<file path="config.mk">
export PLATFORM = sky130hd
export DESIGN_NAME = cmdbuf_ptr_ctrl
export DESIGN_NICKNAME = d
export VERILOG_FILES = /design/src/rtl/cbp_pkg.sv /design/src/rtl/cbp_ptr_regs.sv /design/src/rtl/cbp_status_reg.sv /design/src/rtl/cbp_counters.sv /design/src/rtl/cmdbuf_ptr_ctrl.sv
export SDC_FILE = /design/constraint.sdc
export NUM_CORES = 1
export LEC_CHECK = 0
export ABC_CLOCK_PERIOD_IN_PS = 2700
export BUFFER_PORTS_ARGS = -buffer_cell sky130_fd_sc_hd__buf_2
export CORE_MARGIN = 1
export CORE_UTILIZATION = 31
export DETAILED_ROUTE_END_ITERATION = 6
export PLACE_DENSITY = 0.58
export SYNTH_ARGS = -nofsm -noshare
export SYNTH_HDL_FRONTEND = slang
export SYNTH_HIERARCHICAL = 1
export SYNTH_SLANG_ARGS = --single-unit
</file>
<file path="constraint.sdc">
create_clock -name clk -period 2.7 [get_ports clk]
set_clock_uncertainty 0.05 [all_clocks]
set_input_delay 0.54 -clock clk [delete_from_list [all_inputs] [get_ports clk]]
set_output_delay 0.54 -clock clk [all_outputs]
set_load 0.03 [all_outputs]
</file>
<file path="src/rtl/cbp_pkg.sv">
package cbp_pkg;
   typedef enum logic [2:0] {
      SEL_START = 3'd0,
      SEL_END   = 3'd1,
      SEL_CUR   = 3'd2,
      SEL_STAT  = 3'd3,
      SEL_CLK   = 3'd4,
      SEL_CMDC  = 3'd5,
      SEL_PIPEC = 3'd6,
      SEL_TMEMC = 3'd7
   } cbp_sel_e;

   localparam int N_PAIRS   = 3;
   localparam int N_BUSY    = 3;
   localparam int N_CTR     = 4;
   localparam int STAT_W    = 11;
   localparam int BIT_BUSY0 = 4;
   localparam int BIT_PEND  = 10;
   localparam int WB_CLR0   = 6;
endpackage

</file>
<file path="src/rtl/cbp_ptr_regs.sv">
module cbp_ptr_regs #(
   parameter int DATA_W = 32,
   parameter int ADDR_W = 24,
   parameter int ALIGN  = 3
) (
   input  logic              clk,
   input  logic              rst_n,
   input  logic              start_we,
   input  logic              end_we,
   input  logic [DATA_W-1:0] wdata,
   output logic [ADDR_W-1:0] start_q,
   output logic [ADDR_W-1:0] end_q,
   output logic [ADDR_W-1:0] cur_q,
   output logic              pend_q
);
   localparam int KEEP_W = ADDR_W - ALIGN;

   logic [ADDR_W-1:0] aligned;

   generate
      if (ALIGN > 0) begin : g_align
         assign aligned = {wdata[ADDR_W-1:ALIGN], {ALIGN{1'b0}}};
      end else begin : g_noalign
         assign aligned = wdata[ADDR_W-1:0];
      end
   endgenerate

   always_ff @(posedge clk) begin
      if (!rst_n) begin
         start_q <= '0;
         end_q   <= '0;
         cur_q   <= '0;
         pend_q  <= 1'b0;
      end else begin
         if (start_we) begin
            if (!pend_q) start_q <= aligned;
            pend_q <= 1'b1;
         end
         if (end_we) begin
            end_q <= aligned;
            if (pend_q) begin
               cur_q  <= start_q;
               pend_q <= 1'b0;
            end
         end
      end
   end

   if (KEEP_W < 1) begin : g_bad_align
      $error("cbp_ptr_regs: ALIGN must be below ADDR_W");
   end
endmodule

</file>
<file path="src/rtl/cbp_status_reg.sv">
module cbp_status_reg
   import cbp_pkg::*;
#(
   parameter int DATA_W = 32
) (
   input  logic              clk,
   input  logic              rst_n,
   input  logic              stat_we,
   input  logic [DATA_W-1:0] wdata,
   input  logic [N_BUSY-1:0] busy_set,
   output logic [N_PAIRS-1:0] ctl_q,
   output logic [N_BUSY-1:0]  busy_q
);
   genvar gi;
   generate
      for (gi = 0; gi < N_PAIRS; gi++) begin : g_pair
         logic clr_req, set_req;
         assign clr_req = stat_we && wdata[2*gi];
         assign set_req = stat_we && wdata[2*gi+1];
         always_ff @(posedge clk) begin
            if (!rst_n)       ctl_q[gi] <= 1'b0;
            else if (clr_req) ctl_q[gi] <= 1'b0;
            else if (set_req) ctl_q[gi] <= 1'b1;
         end
      end
      for (gi = 0; gi < N_BUSY; gi++) begin : g_busy
         logic clr_req;
         assign clr_req = stat_we && wdata[WB_CLR0+gi];
         always_ff @(posedge clk) begin
            if (!rst_n)            busy_q[gi] <= 1'b0;
            else if (clr_req)      busy_q[gi] <= 1'b0;
            else if (busy_set[gi]) busy_q[gi] <= 1'b1;
         end
      end
   endgenerate
endmodule

</file>
<file path="src/rtl/cbp_counters.sv">
module cbp_counters
   import cbp_pkg::*;
#(
   parameter int CNT_W = 24
) (
   input  logic                        clk,
   input  logic                        rst_n,
   input  logic [N_CTR-1:0]            clr,
   input  logic [N_CTR-1:0]            adv,
   output logic [N_CTR-1:0][CNT_W-1:0] cnt_q
);
   localparam logic [CNT_W-1:0] ONE = CNT_W'(1);

   genvar gi;
   generate
      for (gi = 0; gi < N_CTR; gi++) begin : g_ctr
         always_ff @(posedge clk) begin
            if (!rst_n)       cnt_q[gi] <= '0;
            else if (clr[gi]) cnt_q[gi] <= '0;
            else if (adv[gi]) cnt_q[gi] <= cnt_q[gi] + ONE;
         end
      end
   endgenerate
endmodule

</file>
<file path="src/rtl/cmdbuf_ptr_ctrl.sv">
module cmdbuf_ptr_ctrl
   import cbp_pkg::*;
#(
   parameter int DATA_W = 32,
   parameter int ADDR_W = 24,
   parameter int ALIGN  = 3,
   parameter int CNT_W  = 24
) (
   input  logic              clk,
   input  logic              rst_n,
   input  logic              wr_en,
   input  logic [2:0]        wr_sel,
   input  logic [DATA_W-1:0] wr_data,
   input  logic [2:0]        rd_sel,
   output logic [DATA_W-1:0] rd_data,
   input  logic [2:0]        busy_set,
   output logic              kick,
   output logic [3:0]        ctr_clr
);
   logic start_we, end_we, stat_we;
   logic [ADDR_W-1:0] start_q, end_q, cur_q;
   logic pend_q;
   logic [N_PAIRS-1:0] ctl_q;
   logic [N_BUSY-1:0]  busy_q;
   logic [N_CTR-1:0]   ctr_clr_now, ctr_adv;
   logic [N_CTR-1:0][CNT_W-1:0] cnt_q;
   logic [STAT_W-1:0] stat_w;

   assign start_we = wr_en && (wr_sel == SEL_START);
   assign end_we   = wr_en && (wr_sel == SEL_END);
   assign stat_we  = wr_en && (wr_sel == SEL_STAT);

   cbp_ptr_regs #(.DATA_W(DATA_W), .ADDR_W(ADDR_W), .ALIGN(ALIGN)) u_ptr (
      .clk(clk), .rst_n(rst_n), .start_we(start_we), .end_we(end_we),
      .wdata(wr_data), .start_q(start_q), .end_q(end_q), .cur_q(cur_q),
      .pend_q(pend_q));

   cbp_status_reg #(.DATA_W(DATA_W)) u_stat (
      .clk(clk), .rst_n(rst_n), .stat_we(stat_we), .wdata(wr_data),
      .busy_set(busy_set), .ctl_q(ctl_q), .busy_q(busy_q));

   genvar gi;
   generate
      for (gi = 0; gi < N_CTR; gi++) begin : g_clr
         assign ctr_clr_now[gi] = stat_we && wr_data[WB_CLR0+gi];
      end
      for (gi = 0; gi < N_BUSY; gi++) begin : g_adv
         assign ctr_adv[gi] = busy_q[gi];
      end
   endgenerate
   assign ctr_adv[N_CTR-1] = 1'b1;

   cbp_counters #(.CNT_W(CNT_W)) u_ctr (
      .clk(clk), .rst_n(rst_n), .clr(ctr_clr_now), .adv(ctr_adv),
      .cnt_q(cnt_q));

   always_comb begin
      stat_w = '0;
      stat_w[N_PAIRS-1:0] = ctl_q;
      stat_w[BIT_BUSY0 +: N_BUSY] = busy_q;
      stat_w[BIT_PEND] = pend_q;
   end

   always_comb begin
      unique case (cbp_sel_e'(rd_sel))
         SEL_START: rd_data = DATA_W'(start_q);
         SEL_END:   rd_data = DATA_W'(end_q);
         SEL_CUR:   rd_data = DATA_W'(cur_q);
         SEL_STAT:  rd_data = DATA_W'(stat_w);
         SEL_CLK:   rd_data = DATA_W'(cnt_q[3]);
         SEL_CMDC:  rd_data = DATA_W'(cnt_q[2]);
         SEL_PIPEC: rd_data = DATA_W'(cnt_q[1]);
         SEL_TMEMC: rd_data = DATA_W'(cnt_q[0]);
         default:   rd_data = '0;
      endcase
   end

   always_ff @(posedge clk) begin
      if (!rst_n) begin
         kick    <= 1'b0;
         ctr_clr <= '0;
      end else begin
         kick    <= end_we;
         ctr_clr <= ctr_clr_now;
      end
   end

   if (DATA_W < ADDR_W || DATA_W < CNT_W || DATA_W < WB_CLR0 + N_CTR) begin : g_bad_w
      $error("cmdbuf_ptr_ctrl: DATA_W too narrow");
   end
endmodule

</file>
==> flow_summary.toml <==
[worst_hold_path]
hp-class = "in2reg"

[routing]
drt-total-wl_um = 24500
dr.pass1.iters = 5
first_iter_violations = 590
antenna_left = 0
vias = 7439
avgRoutedWirePerCell_um = 16.7
drc = 0
vias_per_cell = 5.07

[clocking]
cts_setup_buffers = 0
holdBufCountCts = 0
cts_max_path_buffers = 2
cts_htree_levels = 4
root_buffer = "clkbuf_16"
clkTransAtPathRegs_ps = 60
cts.sinks = 171
clkLatencyLatePin_ps = 430
cts_buffers = 17
cts_tree = "yes"
cts_resized = 0

[critical_path]
cp_max_fo = 30
regToRegSetupSlack_ps = 510
crit_type = "in2out"
cp.required_ps = 2110
cp.arrival_ps = 1960
cp-start-kind = "input pin"
end_kind = "primary output"

[final_layout]
drive_gt1_frac = 0.137
diodes = 0
final_cell_mix = "dfxtp_1 (171), mux2i_1 (122), nand2_1 (100)"
stdcell_count = 1466
area_growth_pct = 14.7
n_fill_cell = 2916
layout_commonest_cell = "dfxtp_1"
nets = 1123

[sta]
slew_viol_final = 0
max_slew_margin = 0.643
setup_violations = 0
worst_slew_pin_slew_ps = 521
fin_tns_setup_ps = 0
max_freq_mhz = 392
rsz0062_at_grt = "false"
min_period_ps = 2550
fin_crit_sh = 0.945
finalHoldViolations = 0

[yosys]
synthTopCellsByArea = "dfxtp_1 (38%), mux2i_1 (14%), nand2_1 (4.2%)"
synth_top_area_cell = "dfxtp_1"
syn_avg_cell_area_um2 = 8.75
synth_seq_area_share = 0.383
synth_cell_type_count = 50
ys_ff_latch = 171
synth_top_area_frac = 0.383
synth_edf_count = 0
synthesis.area_um2 = 8930
postSynth.asyncResetShare = 0
ys_warn_count = 6
synthCells = 1021
synth_ff_type = "dfxtp_1"

[global_routing]
grt_pass1_wl_um = 37700
grt_pass1_vias = 6741
grt_antenna_before_repair = 0
grt_max_degree = 65
overflow = 0
grt_usage = 0.168

[placed_design]
place_congestion = 0.846
dpl.hpwl_um = 17600
portBuffers = 64
place_inst = 1434

[floorplan]
coreArea_um2 = 28100
dieWidth_um = 172
std_cell_rows = 61
die_h_um = 172
dieArea_um2 = 29500
start_util = 0.318
ios = 81

[power]
power_frac_seq = 0.457
p_per_area_nw_per_um2 = 553
power.internal_mw = 4.24
pwr-share-clk = 0.461
p_sw_frac = 0.250
p_leak_nw = 3.68
vdd_drop_max_v = 0.000436
switchingPower_mw = 1.42
combPwrFrac = 0.082

[run_status]
status = "finished, final reports clean"

[flow_run]
drv_cap = 0
-- through the flow --
step	setup slack [ps]	instance area, um2	hold slack, ps	power, mW	utilization
after global placement	175	9620	392	3.10	0.343
after global routing	97.9	10200	243	5.87	0.365
after detailed placement	155	9620	399	3.11	0.343
after floorplan	456	8990	384	2.97	-
after CTS	147	10200	223	5.71	0.365
final	150	10200	242	5.66	0.365
-- worst max-delay path, stage by stage --
cell	delay, ps
buf_2	100
buf_12	210
mux2i_1	510
a211oi_1	150
o22a_1	220
buf_2	190
-- area by class of cell --
cell class              count  area (um2)  area share
inverters                  34         128      0.0125
well taps                 378         473      0.0462
clock buffers              20         457      0.0446
multi-input cells         750        4950       0.483
flip-flops and latches    171        3420       0.334
repair buffers            101         648      0.0633
clock inverters            12         161      0.0158
-- final timing paths --
check / start / endpoint / depth (start not counted)
setup / recovery: rd_sel[1] / rd_data[5] / 6
hold reg to reg: u_ptr/cur_q[23] / u_ptr/cur_q[23] / 2
hold / removal: wr_data[0] / u_stat/ctl_q[0] / 2
setup reg to reg: u_ctr/cnt_q[0] / u_ctr/cnt_q[16] / 5
-- sequential cells by signal (all words and copies together) (netlist names), 3 cells and up --
name,cells
u_ctr/cnt_q,96
u_ptr/cur_q,21
u_ptr/end_q,21
u_ptr/start_q,21
ctr_clr,4
u_stat/busy_q,3
u_stat/ctl_q,3
-- power by group through the flow --
| stage | combinational, mW | clock [mW] | sequential (mW) |
|---|---|---|---|
| 2_1_floorplan | 0.333 | 0 | 2.63 |
| 3_3_place_gp | 0.459 | 0 | 2.64 |
| 3_5_place_dp | 0.463 | 0 | 2.64 |
| 4_1_cts | 0.464 | 2.66 | 2.59 |
| 5_1_grt | 0.499 | 2.78 | 2.59 |
| 6_report | 0.464 | 2.61 | 2.59 |
-- per-layer routing --
layer / vias to the layer above / part of all wire / GRT usage
met1: 3549 / 0.50 / 0.235
li1: 3699 / - / -
met2: 169 / 0.45 / 0.257
met3: 22 / 0.042 / 0.0315
met5: - / 0 / 0
met4: 0 / 0.016 / 0.0536
-- synth_stat cells (23+ instances only) --
master and instances:
inv_1 34, nand4_1 28, o22ai_1 23, nand2_1 100, dfxtp_1 171, xnor2_1 29
nor2b_1 25, buf_2 24, o21ai_0 28, or3_1 28, nand2b_1 27, o22a_1 23
nor2_1 71, nand3_1 25, buf_4 25, a21oi_1 58, mux2i_1 122
-- kinds of logic (layout without fill, tap and decap cells) --
| family | Yosys count | in the layout | synth area share |
|---|---|---|---|
| flip-flops | 171 | 171 | 0.383 |
| XOR/XNOR | 48 | 48 | 0.0471 |
| multiplexers | 125 | 125 | 0.142 |
| adder cells (fa/ha/maj) | 4 | 4 | 0.00560 |
| buffers and inverters | 115 | 167 | 0.0706 |
| other | 3 | 18 | 0.00126 |
| AO/OA/AOI/OAI | 182 | 182 | 0.130 |
| AND/OR/NAND/NOR | 373 | 373 | 0.220 |
Note: power is estimated with default switching activity, not from simulation.
